[src/rtl/adc_conv_seq_pkg.sv]
package adc_conv_seq_pkg;

  localparam int CFG_W = 7;
  localparam int RES_W = 16;

  typedef enum logic [2:0] {
    SQ_IDLE,
    SQ_FRAME,
    SQ_CONV,
    SQ_XFER,
    SQ_TAIL,
    SQ_RESP
  } seq_state_e;

  typedef struct packed {
    logic       single_ended;
    logic       odd_sign;
    logic [1:0] in_sel;
    logic       com_ref;
    logic       unipolar;
    logic       sleep;
  } adc_setup_t;

endpackage

[src/rtl/adc_phase_timer.sv]
module adc_phase_timer #(
  parameter int W = 8
) (
  input  logic         clk,
  input  logic         rst_n,
  input  logic         load,
  input  logic [W-1:0] load_val,
  output logic         expired
);

  logic [W-1:0] cnt_q;

  always_ff @(posedge clk or negedge rst_n) begin
    if (!rst_n) begin
      cnt_q <= '0;
    end else if (load) begin
      cnt_q <= load_val;
    end else if (cnt_q != '0) begin
      cnt_q <= cnt_q - 1'b1;
    end
  end

  assign expired = (cnt_q == '0);

endmodule

[src/rtl/adc_serial_engine.sv]
module adc_serial_engine #(
  parameter int CFG_W     = 7,
  parameter int RES_W     = 16,
  parameter int SCLK_HALF = 3
) (
  input  logic             clk,
  input  logic             rst_n,
  input  logic             start,
  input  logic [CFG_W-1:0] cfg_in,
  input  logic             sdo_in,
  output logic             sck,
  output logic             sdi,
  output logic [RES_W-1:0] data,
  output logic             done
);

  localparam int HW = (SCLK_HALF > 1) ? $clog2(SCLK_HALF) : 1;
  localparam int BW = $clog2(RES_W + 1);
  localparam logic [HW-1:0] HALF_LAST = HW'(SCLK_HALF - 1);
  localparam logic [BW-1:0] BIT_LAST  = BW'(RES_W - 1);

  logic             active_q;
  logic [HW-1:0]    hcnt_q;
  logic [BW-1:0]    falls_q;
  logic [CFG_W-1:0] cfg_sh_q;
  logic [RES_W-1:0] cap_q;
  logic             sck_q;
  logic             sdi_q;
  logic             done_q;

  always_ff @(posedge clk or negedge rst_n) begin
    if (!rst_n) begin
      active_q <= 1'b0;
      hcnt_q   <= '0;
      falls_q  <= '0;
      cfg_sh_q <= '0;
      cap_q    <= '0;
      sck_q    <= 1'b0;
      sdi_q    <= 1'b0;
      done_q   <= 1'b0;
    end else begin
      done_q <= 1'b0;
      if (start) begin
        active_q <= 1'b1;
        hcnt_q   <= '0;
        falls_q  <= '0;
        cfg_sh_q <= cfg_in;
        sck_q    <= 1'b0;
        sdi_q    <= cfg_in[CFG_W-1];
      end else if (active_q) begin
        if (hcnt_q == HALF_LAST) begin
          hcnt_q <= '0;
          if (!sck_q) begin
            sck_q <= 1'b1;
            cap_q <= {cap_q[RES_W-2:0], sdo_in};
          end else begin
            sck_q <= 1'b0;
            if (falls_q == BIT_LAST) begin
              active_q <= 1'b0;
              done_q   <= 1'b1;
              sdi_q    <= 1'b0;
            end else begin
              falls_q  <= falls_q + 1'b1;
              sdi_q    <= cfg_sh_q[CFG_W-2];
              cfg_sh_q <= {cfg_sh_q[CFG_W-2:0], 1'b0};
            end
          end
        end else begin
          hcnt_q <= hcnt_q + 1'b1;
        end
      end
    end
  end

  assign sck  = sck_q;
  assign sdi  = sdi_q;
  assign data = cap_q;
  assign done = done_q;


  start_idle_chk: assert property (@(posedge clk) disable iff (!rst_n)
    start |-> !active_q);

endmodule

[src/rtl/adc_wake_guard.sv]
module adc_wake_guard #(
  parameter int WAKE_CYCLES = 8000000
) (
  input  logic clk,
  input  logic rst_n,
  input  logic frame_end,
  input  logic sleep_bit,
  output logic lock
);

  localparam int WW = $clog2(WAKE_CYCLES + 1);

  logic          asleep_q;
  logic [WW-1:0] cnt_q;

  always_ff @(posedge clk or negedge rst_n) begin
    if (!rst_n) begin
      asleep_q <= 1'b0;
      cnt_q    <= '0;
    end else if (frame_end && sleep_bit) begin
      asleep_q <= 1'b1;
      cnt_q    <= '0;
    end else if (frame_end && asleep_q) begin
      asleep_q <= 1'b0;
      cnt_q    <= WW'(WAKE_CYCLES);
    end else if (cnt_q != '0) begin
      cnt_q <= cnt_q - 1'b1;
    end
  end

  assign lock = (cnt_q != '0);


  wake_arm_chk: assert property (@(posedge clk) disable iff (!rst_n)
    $rose(lock) |-> $past(asleep_q) && $past(frame_end));

endmodule

[src/rtl/adc_conv_seq.sv]
module adc_conv_seq
  import adc_conv_seq_pkg::*;
#(
  parameter int CONV_CYCLES = 350,
  parameter int SCLK_HALF   = 3,
  parameter int WAKE_CYCLES = 8000000
) (
  input  logic             clk,
  input  logic             rst_n,
  input  logic             req_valid,
  output logic             req_ready,
  input  logic [CFG_W-1:0] req_cfg,
  output logic             busy,
  output logic             res_valid,
  input  logic             res_ready,
  output logic [RES_W-1:0] res_data,
  output logic             adc_cs_conv,
  output logic             adc_sck,
  output logic             adc_sdi,
  input  logic             adc_sdo
);

  localparam int TMAX = (CONV_CYCLES > SCLK_HALF) ? CONV_CYCLES : SCLK_HALF;
  localparam int TW   = $clog2(TMAX + 1);
  localparam logic [TW-1:0] FRAME_LOAD = TW'(SCLK_HALF - 1);
  localparam logic [TW-1:0] CONV_LOAD  = TW'(CONV_CYCLES - 1);

  seq_state_e state_q;
  adc_setup_t setup_q;
  logic       accept;
  logic       tmr_load;
  logic [TW-1:0] tmr_val;
  logic       tmr_exp;
  logic       eng_start;
  logic       eng_done;
  logic       wake_lock;

  assign accept    = req_valid && req_ready;
  assign req_ready = (state_q == SQ_IDLE) && !wake_lock;
  assign busy      = (state_q != SQ_IDLE);
  assign res_valid = (state_q == SQ_RESP);
  assign adc_cs_conv = !((state_q == SQ_FRAME) || (state_q == SQ_XFER));
  assign eng_start = (state_q == SQ_CONV) && tmr_exp;

  always_comb begin
    tmr_load = 1'b0;
    tmr_val  = CONV_LOAD;
    unique case (state_q)
      SQ_IDLE: begin
        tmr_load = accept;
        tmr_val  = FRAME_LOAD;
      end
      SQ_FRAME: tmr_load = tmr_exp;
      SQ_XFER:  tmr_load = eng_done;
      default:  tmr_load = 1'b0;
    endcase
  end

  always_ff @(posedge clk or negedge rst_n) begin
    if (!rst_n) begin
      state_q <= SQ_IDLE;
      setup_q <= '0;
    end else begin
      unique case (state_q)
        SQ_IDLE:  if (accept) begin
                    state_q <= SQ_FRAME;
                    setup_q <= adc_setup_t'(req_cfg);
                  end
        SQ_FRAME: if (tmr_exp) state_q <= SQ_CONV;
        SQ_CONV:  if (tmr_exp) state_q <= SQ_XFER;
        SQ_XFER:  if (eng_done) state_q <= SQ_TAIL;
        SQ_TAIL:  if (tmr_exp) state_q <= SQ_RESP;
        SQ_RESP:  if (res_ready) state_q <= SQ_IDLE;
        default:  state_q <= SQ_IDLE;
      endcase
    end
  end

  adc_phase_timer #(.W(TW)) timer_i (
    .clk      (clk),
    .rst_n    (rst_n),
    .load     (tmr_load),
    .load_val (tmr_val),
    .expired  (tmr_exp)
  );

  adc_serial_engine #(
    .CFG_W     (CFG_W),
    .RES_W     (RES_W),
    .SCLK_HALF (SCLK_HALF)
  ) engine_i (
    .clk    (clk),
    .rst_n  (rst_n),
    .start  (eng_start),
    .cfg_in (setup_q),
    .sdo_in (adc_sdo),
    .sck    (adc_sck),
    .sdi    (adc_sdi),
    .data   (res_data),
    .done   (eng_done)
  );

  adc_wake_guard #(.WAKE_CYCLES(WAKE_CYCLES)) wake_i (
    .clk       (clk),
    .rst_n     (rst_n),
    .frame_end (eng_done),
    .sleep_bit (setup_q.sleep),
    .lock      (wake_lock)
  );

  // Checker state: consecutive high cycles of the convert line, saturating.
  localparam int CW = $clog2(CONV_CYCLES + 1);
  logic [CW-1:0] hi_run_q;

  always_ff @(posedge clk or negedge rst_n) begin
    if (!rst_n) begin
      hi_run_q <= CW'(CONV_CYCLES);
    end else if (!adc_cs_conv) begin
      hi_run_q <= '0;
    end else if (hi_run_q != CW'(CONV_CYCLES)) begin
      hi_run_q <= hi_run_q + 1'b1;
    end
  end


  conv_hold_chk: assert property (@(posedge clk) disable iff (!rst_n)
    $fell(adc_cs_conv) |-> (hi_run_q == CW'(CONV_CYCLES)));


  quiet_bus_chk: assert property (@(posedge clk) disable iff (!rst_n)
    adc_cs_conv |-> (!adc_sck && !adc_sdi));


  busy_accept_chk: assert property (@(posedge clk) disable iff (!rst_n)
    (req_valid && req_ready) |=> busy);


  wake_block_chk: assert property (@(posedge clk) disable iff (!rst_n)
    wake_lock |-> !req_ready);


  res_hold_chk: assert property (@(posedge clk) disable iff (!rst_n)
    (res_valid && !res_ready) |=> (res_valid && $stable(res_data)));

endmodule

[config.mk]
export PLATFORM = sky130hd
export DESIGN_NAME = adc_conv_seq
export DESIGN_NICKNAME = d
export VERILOG_FILES = /design/src/rtl/adc_conv_seq_pkg.sv /design/src/rtl/adc_phase_timer.sv /design/src/rtl/adc_serial_engine.sv /design/src/rtl/adc_wake_guard.sv /design/src/rtl/adc_conv_seq.sv
export SDC_FILE = /design/constraint.sdc
export NUM_CORES = 1
export LEC_CHECK = 0
export BUFFER_PORTS_ARGS = -buffer_cell sky130_fd_sc_hd__buf_2
export CAP_MARGIN = 20
export CORE_MARGIN = 10
export CORE_UTILIZATION = 29
export CTS_CLUSTER_SIZE = 24
export DETAILED_ROUTE_END_ITERATION = 12
export MAX_ROUTING_LAYER = met4
export SKIP_LAST_GASP = 1
export SLEW_MARGIN = 0
export SYNTH_ARGS = -nofsm -noshare
export SYNTH_HDL_FRONTEND = slang
export SYNTH_SLANG_ARGS = --single-unit
[constraint.sdc]
create_clock -name clk -period 2.25 [get_ports clk]
set_input_delay 0.1125 -clock clk [delete_from_list [all_inputs] [get_ports clk]]
set_output_delay 0.1125 -clock clk [all_outputs]
set_load 0.02 [all_outputs]
==> results.sh, run 1 <==
export IMPL_fin_skew_ns=0.005244
export IMPL_avgSynthCellArea_sq_um=10.46
export IMPL_critPathSlowestCell="or3_4"
export IMPL_status="finished, final reports clean"
export IMPL_ys_warn_count=0
export IMPL_post_dp_cell_area_sq_mm=0.004413
export IMPL_max_freq_mhz=474.3
export IMPL_synth_top_flop_cell="dfrtp_1"
export IMPL_dr_pass1_iters=4
export IMPL_setup_viol=0
export IMPL_p_per_area_mw_per_mm2=866.2
export IMPL_cts_buffers=9
export IMPL_synthTopCellsByArea="dfrtp_1 48%, mux2_2 6.0%, nand2_1 3.5%"
export IMPL_dp_cells=589
export IMPL_drc_errors=0
export IMPL_period_needed_ns=2.108
export IMPL_area_growth_syn_to_layout_pct=22.22
export IMPL_synth_edf_count=0
export IMPL_cts_tree="built"
export IMPL_grt_pass1_vias=3072
export IMPL_rows=42
export IMPL_htree_num_levels=3
export IMPL_multi_input_area_sq_mm=0.001947
export IMPL_regArea_sq_mm=0.001902
export IMPL_drt_initial_drc_count=176
export IMPL_crit_path_max_fanout=9
export IMPL_wl_met3_um=216
export IMPL_ys_types=62
export IMPL_clk_pin_slew_ns=0.06
export IMPL_via_per_inst=4.993
export IMPL_die_area_sq_mm=0.01866
export IMPL_hp_class="in -> reg"
export IMPL_die_h_um=136.6
export IMPL_gp_congestion=0.8326
export IMPL_maxSlewViolCount=0
export IMPL_m1WireLength_um=4110
export IMPL_cts_sinks=76
export IMPL_arrival_ns=2.00
export IMPL_antennaDiodeCount=0
export IMPL_nNetsFinal=446
export IMPL_slew_headroom=0.5456
export IMPL_grt_pass1_wl_um=15120
export IMPL_fin_cells=611
export IMPL_final_core_util=0.3624
export IMPL_synth_seq_cells=76
export IMPL_dpl_hpwl_um=6282
export IMPL_ios=34
export IMPL_fill_cells=1327
export IMPL_core_area_sq_mm=0.01330
export IMPL_worstSkewPairLatency_ns=0.34
export IMPL_worst_pin_slew_ns=0.6815
export IMPL_end_kind="primary output"
export IMPL_syn_inst=377
export IMPL_vias=3051
export IMPL_met2_length_um=4531
export IMPL_cpPeakStageDelay_ns=0.44
export IMPL_ant_nets=0
export IMPL_hold_viol_final=0
export IMPL_antenna_found_initial=0
export IMPL_rsz0062_at_grt="false"
export IMPL_grt_util_all_layers=0.1018
export IMPL_worstSetupPathType="reg -> out"
export IMPL_ir_drop_v=0.0003957
export IMPL_clock_root_buffer="clkbuf_16"
export IMPL_async_flop_share=1.000
export IMPL_start_util=0.2965
export IMPL_mappedNetlistArea_sq_mm=0.003943
export IMPL_routed_top_layer="met4"
export IMPL_synth_top_area_frac=0.4824
export IMPL_finalCritPeriodShare=0.9371
export IMPL_overflow=0
export IMPL_layout_drive_gt1_share=0.2667
export IMPL_max_cap_viol_count=0
export IMPL_grt_max_degree=51
export IMPL_synth_top_area_cell="dfrtp_1"
export IMPL_yosysSeqAreaShare=0.4824
export IMPL_clock_path_buffers=2
export IMPL_wire_per_inst_um=14.75
export IMPL_synth_fp_nets=393
export IMPL_p_leak_nw=2.239
export IMPL_fin_setup_tns_ns=0
export IMPL_cp_cell_sequence="or3_4 -> and4bb_4 -> nand2_1 -> nor2_1 -> buf_2"
export IMPL_die_w_um=136.6
export IMPL_routed_wirelength_um=9012
export IMPL_stdcell_area_sq_mm=0.004818
export IMPL_cp_data_required_time_ns=2.14
export IMPL_io_buffers=33
export IMPL_startpoint_type="flop"
[power breakdown]
part	internal (mW)	switching, mW	leakage, nW
combinational	0.460	0.453	1.06
sequential	1.57	0.215	1.03
clock	0.916	0.557	0.149
total	2.95	1.22	2.24
[metal layers]
| metal | up-vias | GRT usage |
|---|---|---|
| met3 | 17 | 0.02566 |
| met5 | - | - |
| met2 | 30 | 0.1585 |
| met1 | 1514 | 0.1233 |
| li1 | 1490 | - |
| met4 | 0 | 0.04201 |
[layout make-up]
cell class	instances	share of cell area
clock inverter	4	0.009868
timing repair buffer	58	0.08310
sequential	76	0.3947
clock buffer	12	0.05323
inverter	12	0.009348
multi-input combinational	273	0.4041
tap	176	0.04570
[stage by stage]
step	worst slack [ns]	power [mW]	hold slack, ns
floorplan	0.1798	2.409	-0.1831
global placement	0.07073	2.680	0.1967
detailed placement	0.01483	2.705	0.1976
CTS	0.001801	4.211	0.0003426
global route	0.02536	4.405	0.006414
finish	0.1416	4.174	0.01082
[flip-flops by register name, indices dropped and copies added (netlist names), 2 cells and up]
register and flops:
setup_q 7, wake_i.cnt_q 23, engine_i.cfg_sh_q 6, timer_i.cnt_q 9, state_q 3, engine_i.data 16
engine_i.falls_q 5, engine_i.hcnt_q 2
[worst max-delay path, delay by kind of cell (launching register included)]
family	cells	cell delay, ns
flip-flops	1	0.42
buffers and inverters	1	0.17
AND/OR/NAND/NOR	4	1.06
[cell usage in the layout (no fill, tap or decap), types with 14 or more instances in the layout]
master | synthesis | layout
o21ai_0 | 23 | 23
a21oi_1 | 14 | 14
dfrtp_1 | 76 | 76
buf_4 | 3 | 20
nand2b_1 | 14 | 14
buf_2 | 5 | 32
nor2_1 | 22 | 22
mux2_2 | 21 | 21
nand2_1 | 37 | 37
[Yosys cell counts, types with 5 or more instances]
cell type and instances:
dfrtp_1 76, nand2_1 37, o21ai_0 23, nor2_1 22
mux2_2 21, a21oi_1 14, nand2b_1 14, mux2i_1 13
nor3_1 13, inv_1 12, a211oi_1 10, o31ai_1 9
or3_1 9, clkbuf_1 7, nor2b_1 6, a2111oi_0 5
buf_2 5
[worst paths after layout]
check | slack (ns) | from | cells past startpoint | endpoint
max in group asynchronous | 1.32 | rst_n | 3 | engine_i.data[2]
hold / removal | 0.01 | req_cfg[4] | 2 | setup_q[4]
setup reg to reg | 0.20 | wake_i.cnt_q[0] | 6 | wake_i.cnt_q[3]
min in group asynchronous | 0.35 | rst_n | 2 | engine_i.data[9]
setup / recovery | 0.14 | wake_i.cnt_q[17] | 5 | req_ready
hold reg to reg | 0.48 | engine_i.cfg_sh_q[3] | 2 | engine_i.cfg_sh_q[3]
[cell families after synthesis]
| kind of cell | share of synthesized area |
|---|---|
| simple gates | 0.2183 |
| compound gates | 0.1396 |
| flops | 0.4824 |
| mux | 0.1006 |
| buf+inv | 0.03300 |
| xor+xnor | 0.01333 |
| fa+ha+maj | 0.01269 |
[timing repair]
item,CTS,global route
hold buffers,3,0
endpoints found under the setup margin,1,21
hold endpoints to repair,51,0
resized for setup,1,9
pin swaps,1,2
buffers inserted,0,3
No activity file was read; power rests on OpenSTA's default activity.
==> run 2: changes to the inputs <==
- ABC_AREA: default -> 1
==> run 2 against run 1 <==
Clock power fell by 9.5%. Die area is 1.8% lower. Design area decreased by 5.4%. Critical path depth rose by 4. Clock skew increased by 0.0050 ns. Highest routed layer unchanged. Cell count is 17% higher. Register-to-register slack better by 0.03 ns. Clock-buffer cell count unchanged. Worst hold slack improved by 0.014 ns. Global-route usage fell by 0.16 points. Combinational power increased by 63%.
==> results.sh, run 2 <==
export IMPL_nNetsFinal=550
export IMPL_p_leak_nw=2.452
export IMPL_cp_data_required_time_ns=2.14
export IMPL_maxSlewViolCount=0
export IMPL_power_total_mw=4.753
export IMPL_yosysSeqAreaShare=0.4929
export IMPL_layout_common_cells="94 x nand2_1, 76 x inv_1, 76 x dfrtp_1, 63 x nor2_1, 33 x o21ai_0"
export IMPL_gp_congestion=0.9399
export IMPL_fin_setup_tns_ns=0
export IMPL_fin_cells=715
export IMPL_mappedNetlistArea_sq_mm=0.003859
export IMPL_worstSetupPathType="reg -> out"
export IMPL_antenna_found_initial=0
export IMPL_max_cap_viol_count=0
export IMPL_setup_viol=0
export IMPL_routed_wirelength_um=8391
export IMPL_synth_common_cells="94 x nand2_1, 76 x dfrtp_1, 76 x inv_1"
export IMPL_arrival_ns=1.91
export IMPL_die_w_um=135.4
export IMPL_rows=42
export IMPL_drc_errors=0
export IMPL_htree_num_levels=3
export IMPL_die_h_um=135.4
export IMPL_slew_headroom=0.7206
export IMPL_ys_warn_count=0
export IMPL_largest_reg_flops=23
export IMPL_grt_pass1_wl_um=14820
export IMPL_crit_path_max_fanout=5
export IMPL_synth_fp_nets=507
export IMPL_clk_pin_slew_ns=0.06
export IMPL_hp_class="in -> reg"
export IMPL_rrSetupSlack_ns=0.23
export IMPL_final_core_util=0.3469
export IMPL_vias=3206
export IMPL_post_dp_cell_area_sq_mm=0.004253
export IMPL_p_per_area_mw_per_mm2=1043
export IMPL_cts_buffers=9
export IMPL_stdcell_area_sq_mm=0.004557
export IMPL_status="finished, final reports clean"
export IMPL_clock_root_buffer="clkbuf_16"
export IMPL_synthTopCellsByArea="dfrtp_1 49%, nand2_1 9.1%, inv_1 7.4%"
export IMPL_grt_max_degree=48
export IMPL_ant_nets=0
export IMPL_avgSynthCellArea_sq_um=7.859
export IMPL_core_area_sq_mm=0.01314
export IMPL_io_buffers=33
export IMPL_dp_cells=698
export IMPL_via_per_inst=4.484
export IMPL_ios=34
export IMPL_ir_drop_v=0.0006155
export IMPL_synth_top_flop_cell="dfrtp_1"
export IMPL_clock_path_buffers=2
export IMPL_max_freq_mhz=493.3
export IMPL_synth_top_area_frac=0.4929
export IMPL_async_flop_share=1.000
export IMPL_post_cts_setup_buffers=0
export IMPL_worst_pin_slew_ns=0.4191
export IMPL_die_area_sq_mm=0.01832
export IMPL_cts_sinks=76
export IMPL_synth_most_common_cell="nand2_1"
export IMPL_period_needed_ns=2.027
export IMPL_rsz0062_at_grt="false"
export IMPL_fin_skew_ns=0.01029
export IMPL_synth_seq_cells=76
export IMPL_ys_types=31
export IMPL_grt_util_all_layers=0.1002
export IMPL_cts_tree="built"
export IMPL_antennaDiodeCount=0
export IMPL_finalCritPeriodShare=0.9009
export IMPL_worstSkewPairLatency_ns=0.34
export IMPL_startpoint_type="flop"
export IMPL_dpl_hpwl_um=6277
export IMPL_synth_top_area_cell="dfrtp_1"
export IMPL_overflow=0
export IMPL_layout_drive_gt1_share=0.1503
export IMPL_start_util=0.2937
export IMPL_syn_inst=491
export IMPL_end_kind="primary output"
export IMPL_dr_pass1_iters=5
export IMPL_area_growth_syn_to_layout_pct=18.09
export IMPL_mostFrequentLayoutCell="nand2_1"
export IMPL_grt_pass1_vias=3243
export IMPL_hold_viol_final=0
export IMPL_drt_initial_drc_count=159
export IMPL_synth_edf_count=0
export IMPL_regMostFlops="wake_i.cnt_q"
export IMPL_wire_per_inst_um=11.74
## run 2: routing by layer
layer  GRT usage  vias up  wire length, um
li1            -     1647                -
met5           -        -                0
met2      0.1536       55             3862
met4     0.04187        0              112
met1      0.1221     1495             4086
met3     0.02708        9              330
## run 2: stage by stage
| step | setup WS (ns) | hold WS [ns] |
|---|---|---|
| 2_1_floorplan | 0.5415 | -0.1831 |
| 3_3_place_gp | 0.1706 | 0.08427 |
| 3_5_place_dp | 0.07586 | 0.08263 |
| 4_1_cts | 0.08252 | 0.01363 |
| 5_1_grt | 0.02532 | 0.04615 |
| 6_report | 0.2229 | 0.02476 |
## run 2: worst paths after layout
check	startpoint	endpoint	depth (start not counted)
max in group asynchronous	rst_n	engine_i.data[3]	3
worst min-delay path	req_cfg[4]	setup_q[4]	3
worst min register to register	wake_i.asleep_q	wake_i.asleep_q	2
worst max register to register	timer_i.cnt_q[0]	engine_i.cfg_sh_q[2]	12
min in group asynchronous	rst_n	wake_i.cnt_q[7]	2
worst max-delay path	wake_i.cnt_q[0]	req_ready	9
## run 2: where the power goes
part,leakage (nW),total [mW],switching [mW],internal (mW)
Combinational,1.33,1.49,0.973,0.519
Sequential,0.998,1.93,0.227,1.71
Clock,0.129,1.33,0.553,0.773
Total,2.45,4.75,1.75,3.00
## run 2: critical path: stages, from the launching register on
cell	delay [ns]
dfrtp_1	0.41
inv_1	0.08
ha_1	0.18
nand2_1	0.13
inv_1	0.18
nand3_2	0.16
nor2_2	0.13
inv_1	0.07
nor2_1	0.08
buf_2	0.17
## run 2: cells by family after synthesis
logic type	after synthesis	synth area share
and+or+nand+nor	226	0.2588
buffers and inverters	91	0.09598
DFF	76	0.4929
adders and majority gates	4	0.01297
AOI/OAI and AO/OA	86	0.1213
xor gates and xnor gates	8	0.01816
## run 2: repair_timing
action,in CTS,in global routing
endpoints found under the setup margin,0,29
hold buffers,1,0
gates resized for setup,0,5
endpoints found under the hold margin,29,0
## run 2: layout make-up
class                           count  area (sq um)
Multi-Input combinational cell    324          1607
Sequential cell                    76          1902
Clock buffer                       12         246.5
Timing Repair Buffer               42         250.2
Fill cell                        1388          8581
Tap cell                          176         220.2
Clock inverter                      4         25.02
Inverter                           81         306.5
==> run 3: changes to the inputs <==
- CTS_BUF_LIST: default -> sky130_fd_sc_hd__clkbuf_16
- REMOVE_ABC_BUFFERS: default -> 1
==> run 3 against run 2 <==
Power rose by 4.5%. Worst setup slack improved by 0.024 ns. Die area did not move. Flip-flop and latch count did not move. Non-clock buffer count did not move. Worst hold slack got worse by 0.0047 ns. Largest cell class unchanged. Largest power group unchanged.
==> results.sh, run 3 (synthesis gave the netlist of run 2 again) <==
export IMPL_p_switching_mw=1.776
export IMPL_core_area_sq_mm=0.01314
export IMPL_met2_length_um=3707
export IMPL_period_needed_ns=2.003
export IMPL_worstSkewPairLatency_ns=0.34
export IMPL_p_per_area_mw_per_mm2=1083
export IMPL_dp_cells=698
export IMPL_arrival_ns=1.89
export IMPL_dr_pass1_iters=4
export IMPL_clk_pin_slew_ns=0.06
export IMPL_startpoint_type="flop"
export IMPL_grt_util_all_layers=0.09477
export IMPL_vias=3167
export IMPL_rsz0062_at_grt="false"
export IMPL_cp_cell_sequence="inv_1 -> ha_1 -> nand2_2 -> inv_2 -> nand3_1 -> nor2_1 -> inv_1 -> nor2_1 -> buf_2"
export IMPL_rows=42
export IMPL_clock_root_buffer="clkbuf_16"
export IMPL_routed_wirelength_um=8132
export IMPL_power_total_mw=4.967
export IMPL_hp_class="in -> reg"
export IMPL_p_leak_nw=2.456
export IMPL_mostFrequentLayoutCell="nand2_1"
export IMPL_wire_per_inst_um=11.37
export IMPL_ios=34
export IMPL_grt_pass1_wl_um=14010
export IMPL_cp_startpoint="wake_i.cnt_q[0]"
export IMPL_wl_met3_um=332
export IMPL_die_h_um=135.4
export IMPL_p_comb_frac=0.301
export IMPL_grt_pass1_vias=3052
export IMPL_io_buffers=33
export IMPL_ir_drop_v=0.0007531
export IMPL_intPower_mw=3.190
export IMPL_antenna_found_initial=0
export IMPL_cts_sinks=76
export IMPL_end_kind="primary output"
export IMPL_status="finished, final reports clean"
export IMPL_hold_viol_final=0
export IMPL_htree_num_levels=3
export IMPL_clock_path_buffers=2
export IMPL_fin_skew_ns=0.007280
export IMPL_cts_tree="built"
export IMPL_max_cap_viol_count=0
export IMPL_rrSetupSlack_ns=0.26
export IMPL_cts_buffers=9
export IMPL_regMostFlops="wake_i.cnt_q"
export IMPL_fin_setup_tns_ns=0
export IMPL_largest_reg_flops=23
export IMPL_layout_common_cells="93 x nand2_1, 76 x dfrtp_1, 75 x inv_1, 64 x nor2_1, 33 x o21ai_0"
export IMPL_start_util=0.2937
export IMPL_cp_data_required_time_ns=2.14
export IMPL_finalCritPeriodShare=0.8903
export IMPL_routed_top_layer="met4"
export IMPL_drc_errors=0
export IMPL_slew_headroom=0.3657
export IMPL_die_area_sq_mm=0.01832
export IMPL_crit_path_max_fanout=5
export IMPL_netSwitchingFraction=0.3577
export IMPL_setup_ws_ns=0.2468
export IMPL_r2r_cells=12
export IMPL_nNetsFinal=550
export IMPL_layout_drive_gt1_share=0.1503
export IMPL_maxSlewViolCount=0
export IMPL_area_growth_syn_to_layout_pct=18.81
export IMPL_worstSetupPathType="reg -> out"
export IMPL_max_freq_mhz=499.2
export IMPL_r2r_start="timer_i.cnt_q[0]"
export IMPL_worst_pin_slew_ns=0.9514
export IMPL_reg2reg_to="engine_i.cfg_sh_q[0]"
export IMPL_pwr_share_seq=0.388
export IMPL_drt_initial_drc_count=194
export IMPL_overflow=0
export IMPL_antennaDiodeCount=0
export IMPL_grt_max_degree=77
export IMPL_fin_cells=715
export IMPL_cpPeakStageDelay_ns=0.40
export IMPL_ant_nets=0
export IMPL_dpl_hpwl_um=5924
export IMPL_critPathSlowestCell="dfrtp_1"
export IMPL_via_per_inst=4.429
export IMPL_die_w_um=135.4
export IMPL_pwr_share_clk=0.311
export IMPL_dp_slack_ns=0.08522
export IMPL_m1WireLength_um=4009
export IMPL_setup_viol=0
export IMPL_gp_congestion=0.8705
export IMPL_cp_endpoint="req_ready"
==> run 3: cell types whose count changed in the layout (fill, tap and decap cells not counted), moves of 2 or more <==
| cell | before | now |
|---|---|---|
| bufinv_16 | 0 | 2 |
| clkbuf_1 | 2 | 0 |
| clkinv_1 | 0 | 2 |
| clkinv_2 | 2 | 0 |
==> run 3: worst min-delay path by stage <==
stage | start | to | depth (start not counted)
2_1_floorplan | rst_n | engine_i.active_q | 0
3_3_place_gp | rst_n | timer_i.cnt_q[3] | 1
3_5_place_dp | rst_n | timer_i.cnt_q[3] | 1
4_1_cts | req_cfg[1] | setup_q[1] | 3
5_1_grt | req_cfg[4] | setup_q[4] | 3
6_report | req_cfg[1] | setup_q[1] | 3
==> run 3: critical path, delay by kind of cell, from the launching register on <==
family / cells / cell delay (ns)
AND/OR/NAND/NOR: 4 / 0.53
buffers and inverters: 4 / 0.43
flip-flops: 1 / 0.40
adder cells (fa/ha/maj): 1 / 0.20
==> run 3: repair_timing <==
action / in CTS / in global routing
gates resized for setup: 0 / 5
hold buffers: 1 / 0
endpoints found under the hold margin: 76 / 0
setup buffers: 0 / 0
setup endpoints to repair: 0 / 28
==> run 3: final cells by class <==
class / count / area (sq um)
Multi-Input combinational cell: 324 / 1602
Inverter: 81 / 306.5
Fill cell: 1396 / 8553
Clock inverter: 7 / 91.34
Timing Repair Buffer: 42 / 237.7
Sequential cell: 76 / 1902
Clock buffer: 9 / 225.2
Tap cell: 176 / 220.2
==> run 3: metrics by stage <==
stage / cell area, sq um / util / hold WS, ns
final: 4584 / 0.3490 / 0.02010
after global routing: 4584 / 0.3490 / 0.02394
after CTS: 4567 / 0.3476 / 0.01663
after detailed placement: 4240 / 0.3228 / 0.3339
after global placement: 4240 / 0.3228 / 0.3248
after floorplan: 3792 / - / -0.1831
==> run 3: metal layers <==
metal | global-route usage | vias up
met2 | 0.1422 | 50
met1 | 0.1202 | 1459
met5 | - | -
met4 | 0.02811 | 0
li1 | - | 1649
met3 | 0.02930 | 9
==> run 3: power by group through the flow <==
stage	Combinational (mW)	Clock, mW	Sequential [mW]
floorplan	0.897	0	2.07
global placement	1.47	0	1.94
detailed placement	1.51	0	1.94
CTS	1.51	1.58	1.93
global route	1.71	1.65	1.97
finish	1.49	1.55	1.92
